**config.mk**
```make
export PLATFORM = sky130hd
export DESIGN_NAME = chr_mirror_unit
export DESIGN_NICKNAME = d
export VERILOG_FILES = /design/src/rtl/chr_mirror_pkg.sv /design/src/rtl/chr_wr_decode.sv /design/src/rtl/chr_bank_file.sv /design/src/rtl/chr_mirror_ctl.sv /design/src/rtl/chr_translate.sv /design/src/rtl/chr_mirror_unit.sv
export SDC_FILE = /design/constraint.sdc
export NUM_CORES = 1
export LEC_CHECK = 0
export ABC_AREA = 1
export BUFFER_PORTS_ARGS = -buffer_cell sky130_fd_sc_hd__buf_2
export CAP_MARGIN = 5
export CORE_ASPECT_RATIO = 0.5
export CORE_MARGIN = 4
export CORE_UTILIZATION = 40
export CTS_BUF_LIST = sky130_fd_sc_hd__clkbuf_4 sky130_fd_sc_hd__clkbuf_8 sky130_fd_sc_hd__clkbuf_16
export CTS_CLUSTER_DIAMETER = 50
export DETAILED_ROUTE_END_ITERATION = 8
export PLACE_DENSITY = 0.65
export SLEW_MARGIN = 15
export SYNTH_ARGS = -nofsm -noshare
export SYNTH_HDL_FRONTEND = slang
export SYNTH_SLANG_ARGS = --single-unit
```
**constraint.sdc**
```tcl
create_clock -name clk -period 2.5 [get_ports clk]
set_input_delay 0.5 -clock clk [delete_from_list [all_inputs] [get_ports clk]]
set_output_delay 0.5 -clock clk [all_outputs]
set_load 0.02 [all_outputs]
```
**src/rtl/chr_mirror_pkg.sv**
```systemverilog
package chr_mirror_pkg;

    parameter int CHR_BANKS = 8;
    parameter int BANK_W    = 7;
    parameter int WIN_W     = 10;
    parameter int CPU_AW    = 16;
    parameter int CPU_DW    = 8;
    parameter int PPU_AW    = 14;

    localparam int SEL_W  = $clog2(CHR_BANKS);
    localparam int CHR_AW = BANK_W + WIN_W;
    localparam int PAGE_W = 6;

    localparam logic [PAGE_W-1:0] CHR_PAGE  = 6'b111111;
    localparam logic [PAGE_W-1:0] MIRR_PAGE = 6'b111110;
    localparam logic [3:0]        BDATA_NIB = 4'hF;

    typedef logic [BANK_W-1:0] bank_t;

    typedef enum logic {
        MIRR_HORZ = 1'b0,
        MIRR_VERT = 1'b1
    } mirr_mode_e;

    typedef struct packed {
        logic [CPU_AW-1:0] addr;
        logic [CPU_DW-1:0] data;
        logic              we;
    } cpu_wr_t;

    function automatic logic [PAGE_W-1:0] page_of(input logic [CPU_AW-1:0] a);
        return a[CPU_AW-1 -: PAGE_W];
    endfunction

    function automatic logic [SEL_W-1:0] window_of(input logic [PPU_AW-1:0] p);
        return p[WIN_W +: SEL_W];
    endfunction

endpackage

```
**src/rtl/chr_wr_decode.sv**
```systemverilog
module chr_wr_decode
    import chr_mirror_pkg::*;
(
    input  logic                 clk,
    input  logic                 rst,
    input  cpu_wr_t              wr,
    output logic [CHR_BANKS-1:0] chr_we,
    output logic                 mirr_we,
    output logic                 bank_data_we
);

    logic is_chr;

    always_comb begin
        is_chr       = wr.we && (page_of(wr.addr) == CHR_PAGE);
        mirr_we      = wr.we && (page_of(wr.addr) == MIRR_PAGE);
        bank_data_we = wr.we && (wr.addr[CPU_AW-1 -: 4] == BDATA_NIB);
    end

    for (genvar g = 0; g < CHR_BANKS; g++) begin : g_sel
        assign chr_we[g] = is_chr && (wr.addr[SEL_W-1:0] == SEL_W'(g));
    end


    one_bank_chk: assert property (@(posedge clk) disable iff (rst)
        $onehot0({chr_we, mirr_we}));


    bdata_pass_chk: assert property (@(posedge clk) disable iff (rst)
        (|chr_we || mirr_we) |-> bank_data_we);

endmodule

```
**src/rtl/chr_bank_file.sv**
```systemverilog
module chr_bank_file
    import chr_mirror_pkg::*;
(
    input  logic                 clk,
    input  logic                 rst,
    input  logic [CHR_BANKS-1:0] chr_we,
    input  logic [CPU_DW-1:0]    wdata,
    output bank_t                bank_q [CHR_BANKS]
);

    for (genvar g = 0; g < CHR_BANKS; g++) begin : g_bank
        always_ff @(posedge clk) begin
            if (rst)
                bank_q[g] <= '0;
            else if (chr_we[g])
                bank_q[g] <= wdata[BANK_W-1:0];
        end


        bank_load_chk: assert property (@(posedge clk) disable iff (rst)
            chr_we[g] |=> (bank_q[g] == $past(wdata[BANK_W-1:0])));


        bank_hold_chk: assert property (@(posedge clk) disable iff (rst)
            !chr_we[g] |=> $stable(bank_q[g]));
    end


    bank_reset_chk: assert property (@(posedge clk)
        $past(rst) |-> (bank_q[0] == '0));

endmodule

```
**src/rtl/chr_mirror_ctl.sv**
```systemverilog
module chr_mirror_ctl
    import chr_mirror_pkg::*;
(
    input  logic clk,
    input  logic rst,
    input  logic mirr_we,
    input  logic wbit,
    input  logic ppu_a10,
    input  logic ppu_a11,
    output logic ciram_a10
);

    mirr_mode_e mode_q;

    always_ff @(posedge clk) begin
        if (rst)
            mode_q <= MIRR_HORZ;
        else if (mirr_we)
            mode_q <= mirr_mode_e'(wbit);
    end

    always_comb begin
        unique case (mode_q)
            MIRR_VERT: ciram_a10 = ppu_a10;
            default:   ciram_a10 = ppu_a11;
        endcase
    end


    mirr_load_chk: assert property (@(posedge clk) disable iff (rst)
        mirr_we |=> (mode_q == mirr_mode_e'($past(wbit))));


    mirr_hold_chk: assert property (@(posedge clk) disable iff (rst)
        !mirr_we |=> $stable(mode_q));


    mirr_reset_chk: assert property (@(posedge clk)
        $past(rst) |-> (mode_q == MIRR_HORZ));

endmodule

```
**src/rtl/chr_translate.sv**
```systemverilog
module chr_translate
    import chr_mirror_pkg::*;
(
    input  bank_t               bank_q [CHR_BANKS],
    input  logic [PPU_AW-1:0]   ppu_addr,
    output logic [CHR_AW-1:0]   chr_addr
);

    always_comb begin
        chr_addr = {bank_q[window_of(ppu_addr)], ppu_addr[WIN_W-1:0]};
    end

endmodule

```
**src/rtl/chr_mirror_unit.sv**
```systemverilog
module chr_mirror_unit
    import chr_mirror_pkg::*;
(
    input  logic        clk,
    input  logic        rst,
    input  logic [15:0] cpu_addr,
    input  logic [7:0]  cpu_data,
    input  logic        cpu_we,
    input  logic [13:0] ppu_addr,
    output logic [16:0] chr_addr,
    output logic        ciram_a10,
    output logic        bank_data_we
);

    cpu_wr_t              wr;
    logic [CHR_BANKS-1:0] chr_we;
    logic                 mirr_we;
    bank_t                bank_q [CHR_BANKS];

    assign wr = '{addr: cpu_addr, data: cpu_data, we: cpu_we};

    chr_wr_decode u_decode (
        .clk          (clk),
        .rst          (rst),
        .wr           (wr),
        .chr_we       (chr_we),
        .mirr_we      (mirr_we),
        .bank_data_we (bank_data_we)
    );

    chr_bank_file u_banks (
        .clk    (clk),
        .rst    (rst),
        .chr_we (chr_we),
        .wdata  (wr.data),
        .bank_q (bank_q)
    );

    chr_translate u_xlate (
        .bank_q   (bank_q),
        .ppu_addr (ppu_addr),
        .chr_addr (chr_addr)
    );

    chr_mirror_ctl u_mirr (
        .clk       (clk),
        .rst       (rst),
        .mirr_we   (mirr_we),
        .wbit      (wr.data[0]),
        .ppu_a10   (ppu_addr[10]),
        .ppu_a11   (ppu_addr[11]),
        .ciram_a10 (ciram_a10)
    );

endmodule

```
==> metrics.yaml, run 1 <==
power_and_ir_drop:
  clkPwrFrac_pct: 52.7
  leakage_nw: 1.94
  comb_power_share_pct: 8.0
  internal_power_w: 0.00179
  swShare_pct: 22.7
  p_per_area_nw_per_um2: 644
  ir_drop_mv: 0.313
  seq_power_share_pct: 39.3
  power_switching_w: 0.000527
clock_tree:
  cts_num_sinks: 57
  htreeDepth: 3
  insertion_delay_ps: 320
  postCtsSetupRepairBufs: 0
  numCtsBuffers: 9
  cts-root-buf: "clkbuf_16"
  cts_resized: 0
  ctsHoldBuffers: 0
  clk_pin_slew_ps: 50
  cts_tree: "yes"
  clock_path_buffers: 2
yosys:
  synthTopCellsByArea: "dfxtp_1 36%, nand2_1 19%, nor2_1 13%"
  synth-warning-count: 0
  synth_cells: 525
  synth_top_cell_by_area: "dfxtp_1"
  async_flop_share_pct: 0
  synthesis.nets: 566
  synth_top_family_by_area: "simple AND/OR/NAND/NOR gates"
  syn_area_um2: 3140
  synth_mux_area_share_pct: 0
  synth_cell_type_count: 19
  synth_compound_area_share_pct: 9.09
  synth-simple-area-share_pct: 37.7
  syn_avg_cell_area_um2: 5.98
  ys.flop_type: "dfxtp_1"
  ys_seq_elements: 57
  yosys.area_share.adder_pct: 0
  synthXorXnorAreaFrac_pct: 0
  synth.top_cell.area_share_pct: 36.4
  synth_edf_count: 0
  ys_seq_area_share_pct: 36.4
worst_hold_path:
  hold_path_end: "u_banks.bank_q[24]"
  hp-start: "u_banks.bank_q[24]"
  hold_class: "register to register"
  whs_path_depth: 4
floorplanning:
  rows: 22
  core_um2: 7490
  die_h_um: 70.6
  die_w_um: 133
  die_area_um2: 9410
  start_util_pct: 41.9
  io_pins: 60
finish:
  syn_to_final_growth_pct: 14.8
  design_area_um2: 3600
  drive_gt1_share_pct: 12.3
  final_cells: 653
  fin_nets: 581
  diodes: 0
  fillCellCount: 792
global_routing:
  grt_overflow_total: 0
  grt_pass1_vias: 2519
  grt_antenna_before_repair: 0
  grt_usage_pct: 17.6
  grt_pass1_wl_um: 13000
  grt_max_degree: 44
placed_design:
  place.port_buffers: 30
  placed_area_um2: 3300
  dp_slack_ps: 409
  gp_congestion: 0.780
  place_hpwl_um: 5190
  dp_cells: 637
drt:
  drcViolationCount: 0
  wl_per_cell_um: 12.2
  routed-via-count: 2928
  drtPass1Iterations: 4
  antenna_left: 0
  viasPerCell: 4.48
  dr.first_iter.drc_count: 305
  wl_um: 7960
timing:
  tightest_slew_ps: 738
  rsz0062_at_grt: "no"
  setup_ws_ps: 409
  period_minus_slack_ps: 2090
  tns_ps: 0
  slew_violations: 0
  finalHoldViolCount: 0
  setup_viol: 0
  max_freq_mhz: 478
  skew_ps: 0
  max-slew-margin-rel_pct: 50.7
  hold_slack_ps: 504
  finalCritPeriodShare_pct: 83.7
run_status:
  status: "completed"
setup_path:
  crit_path_start_kind: "input port"
  reg2reg_to: "u_banks.bank_q[1]"
  cp-end-kind: "output port"
  critPathKind: "input port to output port"
  r2r_start: "u_banks.bank_q[1]"
  ff2ff_path_depth: 4
  critPathMaxFanout: 28
  r2r_setup_slack_ps: 1840
  worstPathArrival_ps: 1590
  crit_required_ps: 2000
job:
  max-cap-violations: 0
[critical path: stages]
cell and delay, ps:
buf_2 110, inv_2 370, a21oi_1 130, o21ai_1 100
nand2_1 80, nand2_1 60, nand2_1 60, buf_2 160
[area by class of cell]
type	instances	area, um^2	share of cell area [%]
multi-input combinational	346	1470	40.7
sequential	57	1140	31.7
inverter	87	327	9.07
clock buffer	13	262	7.26
timing repair buffer	39	230	6.39
tap	108	135	3.75
clock inverter	3	40.0	1.11
[sequential cells by signal (all words and copies together), names as in the netlist]
register,count
u_banks.bank_q,56
u_mirr.mode_q,1
[layer usage]
layer | GRT usage [%] | vias to the layer above | part of all wire [%]
met2 | 24.9 | 74 | 41
met1 | 25.9 | 1257 | 49
met5 | 0 | - | 0
li1 | - | 1591 | -
met4 | 4.22 | 0 | 0.74
met3 | 5.40 | 6 | 9.3
[cell usage after synthesis, types with 2 or more instances]
cell type  number
nand2_1       156
buf_2          12
nand4_1        14
buf_6           2
inv_2           4
nor2_4          2
buf_4          11
a21oi_1        28
nor2_1        106
o21ai_0        23
nand3_1         5
inv_1          83
o21ai_1         6
buf_1           2
clkbuf_1        8
dfxtp_1        57
nand3_2         4
[stage by stage]
stage	power (W)	util, %
floorplan	0.00106	-
global placement	0.00111	44.1
detailed placement	0.00111	44.1
CTS	0.00234	48.1
global route	0.00241	48.1
finish	0.00232	48.1
[power by group through the flow]
| stage | sequential (W) | combinational, W | clock [W] |
|---|---|---|---|
| after detailed placement | 0.000930 | 0.000185 | 0 |
| after global routing | 0.000911 | 0.000207 | 0.00130 |
| after floorplan | 0.000930 | 0.000134 | 0 |
| final | 0.000912 | 0.000185 | 0.00122 |
| after global placement | 0.000930 | 0.000185 | 0 |
| after CTS | 0.000912 | 0.000185 | 0.00124 |
[kinds of logic after synthesis]
family	Yosys count
AND/OR/NAND/NOR	289
AO/OA/AOI/OAI	57
flip-flops	57
buffers and inverters	122
[placed cells by master, fill, tap and decap left out]
cell and instances:
dfxtp_1 57, clkinv_2 2, clkbuf_16 9, a21oi_1 28, bufinv_16 1, nand3_1 5, clkbuf_8 1, inv_1 83
inv_2 4, nor2_1 106, nor2_4 2, nand3_2 4, buf_4 8, nand4_1 14, nand2_1 156, buf_2 30
o21ai_1 6, o21ai_0 23, nor2_2 1, buf_12 1, nand3_4 1, clkbuf_4 3
[how the worst max path moves through the flow]
stage                       startpoint            to  slack (ps)  cells past startpoint
final                     ppu_addr[10]  chr_addr[12]         410                      8
after detailed placement  ppu_addr[10]  chr_addr[12]         410                      8
after global placement    ppu_addr[10]  chr_addr[12]         410                      8
after floorplan           ppu_addr[10]  chr_addr[11]         730                      7
after global routing      ppu_addr[10]  chr_addr[16]         250                      8
after CTS                 ppu_addr[10]  chr_addr[12]         410                      8
No activity file was read; power rests on OpenSTA's default activity.
==> run 2: changes to the inputs <==
- PLACE_DENSITY: 0.65 -> 0.67
- clock period: 2.5 -> 1.9 ns (I/O delays scaled with it)
==> run 2 against run 1 <==
Against the previous run: setup slack worse by 260 ps; highest routed layer unchanged; non-clock buffer count down 1; sequential cell count unchanged; first-iteration DRC count down 23%; register-to-register slack worse by 580 ps; wire length down 3.6%.
==> metrics.yaml, run 2 (synthesis results as in run 1) <==
timing:
  skew_ps: 0  # unchanged
  rsz0062_at_grt: "no"  # unchanged
  tns_ps: 0  # unchanged
  period_minus_slack_ps: 1750
  setup_ws_ps: 146  # was 409 ps
  finalCritPeriodShare_pct: 92.3
  max-slew-margin-rel_pct: 73.0  # was 50.7%
  slew_violations: 0  # unchanged
  setup_viol: 0  # unchanged
  tightest_slew_ps: 404  # was 738 ps
  max_freq_mhz: 570
  finalHoldViolCount: 0  # unchanged
setup_path:
  critPathKind: "input port to output port"  # unchanged
  path_cells: "buf_2 -> buf_12 -> a21oi_1 -> o21ai_0 -> nand2_1 -> nand2_1 -> nand2_1 -> buf_2"  # was buf_2 -> inv_2 -> a21oi_1 -> o21ai_1 -> nand2_1 -> nand2_1 -> nand2_1 -> buf_2
  path_delay_family: "buffers and inverters"  # unchanged
  critPathBufInv: 3  # unchanged
  cp-end-kind: "output port"  # unchanged
  cp_slowest_stage_delay_ps: 170  # was 370 ps
  cp_common_cell: "nand2_1"  # unchanged
  critPathMaxFanout: 29  # was 28
  crit_path_start_kind: "input port"  # unchanged
  worstPathArrival_ps: 1370  # was 1590 ps
  cp_slowest_cell: "a21oi_1"  # was inv_2
  crit_required_ps: 1520  # was 2000 ps
finish:
  largest_register: "u_banks.bank_q"  # unchanged
  syn_to_final_growth_pct: 15.4  # was 14.8%
  fin_nets: 580  # was 581
  final_cell_mix: "156 x nand2_1, 106 x nor2_1, 83 x inv_1"  # unchanged
  reg_top3: "u_banks.bank_q: 56 flops, u_mirr.mode_q: 1 flops"  # unchanged
  largest_reg_flops: 56  # unchanged
  final_common_cell: "nand2_1"  # unchanged
  drive_gt1_share_pct: 12.0  # was 12.3%
  diodes: 0  # unchanged
job:
  max-cap-violations: 0  # unchanged
worst_hold_path:
  hold_class: "input port to register"  # was register to register
clock_tree:
  cts_num_sinks: 57  # unchanged
  numCtsBuffers: 9  # unchanged
  htreeDepth: 3  # unchanged
  clock_path_buffers: 2  # unchanged
  cts-root-buf: "clkbuf_16"  # unchanged
  clk_pin_slew_ps: 50  # about the same
  postCtsSetupRepairBufs: 0  # unchanged
  insertion_delay_ps: 320  # about the same
  cts_tree: "yes"  # unchanged
floorplanning:
  die_w_um: 133  # unchanged
  io_pins: 60  # unchanged
  core_um2: 7490  # unchanged
  rows: 22  # unchanged
  start_util_pct: 41.9  # unchanged
  die_area_um2: 9410  # unchanged
  die_h_um: 70.6  # unchanged
power_and_ir_drop:
  leakage_nw: 1.94  # about the same
  ir_drop_mv: 0.449  # was 0.313 mV
  p_per_area_nw_per_um2: 844  # was 644 nW/um^2
placed_design:
  gp_congestion: 0.782  # was 0.780
  place_hpwl_um: 4960  # was 5190 um
  place.port_buffers: 30  # unchanged
  dp_slack_ps: 31.3  # was 409 ps
global_routing:
  grt_max_degree: 58  # was 44
  grt_usage_pct: 16.8  # was 17.6%
  grt_antenna_before_repair: 0  # unchanged
  grt_pass1_wl_um: 12600  # was 13000 um
  grt_overflow_total: 0  # unchanged
  grt_pass1_vias: 2520  # was 2519
drt:
  wl_per_cell_um: 11.8  # was 12.2 um
  drtPass1Iterations: 4  # unchanged
  dr.first_iter.drc_count: 236  # was 305
  antenna_left: 0  # unchanged
  routed-via-count: 2912  # was 2928
  drcViolationCount: 0  # unchanged
  viasPerCell: 4.47  # was 4.48
  wl_um: 7670  # was 7960 um
run_status:
  status: "completed"  # unchanged
==> run 2: power by group <==
group	internal [W]	leakage, nW	switching, W
Sequential	0.00120	0.459	0.000000600
Combinational	0.0000750	1.33	0.000173
Clock	0.00109	0.152	0.000521
==> run 2: path summary, 6_finish.rpt <==
| check | startpoint | endpoint | slack (ps) | cells past startpoint |
|---|---|---|---|---|
| min | cpu_data[2] | u_banks.bank_q[2] | 390 | 3 |
| max | ppu_addr[10] | chr_addr[13] | 150 | 8 |
| max reg2reg | u_banks.bank_q[33] | u_banks.bank_q[33] | 1260 | 4 |
| min reg2reg | u_banks.bank_q[25] | u_banks.bank_q[25] | 500 | 4 |
==> run 2: worst reg2reg max path, delay by kind of cell (launching register included) <==
family | cells | cell delay, ps
flops | 1 | 330
simple gates | 3 | 200
buf+inv | 1 | 50
==> run 2: final cells by class <==
class	count	area (um^2)
Inverter	87	329
Clock buffer	12	260
Clock inverter	3	40.0
Multi-Input combinational cell	346	1470
Sequential cell	57	1140
Fill cell	799	3870
Timing Repair Buffer	38	248
Tap cell	108	135
==> run 2: layer usage <==
layer	routed length, um	track usage, %	up-vias	share of wire, %
met5	0	0	-	0
met4	107	5.36	0	1.4
met3	670	4.83	12	8.7
met2	3300	24.9	83	43
met1	3590	23.6	1231	47
li1	-	-	1586	-
==> run 2: stage by stage <==
stage	total power, W	hold slack (ps)	area (um^2)	utilization, %	cells
5_1_grt	0.00318	399	3620	48.4	651
2_1_floorplan	0.00140	483	3140	-	525
3_5_place_dp	0.00147	494	3320	44.3	636
6_report	0.00305	393	3620	48.4	651
4_1_cts	0.00308	389	3620	48.3	651
3_3_place_gp	0.00147	494	3320	44.3	636
==> run 2: what timing repair did <==
| action | 4_1_cts | 5_1_grt |
|---|---|---|
| gates resized for setup | 0 | 2 |
| endpoints found under the setup margin | 0 | 7 |
| hold buffers | 0 | 0 |
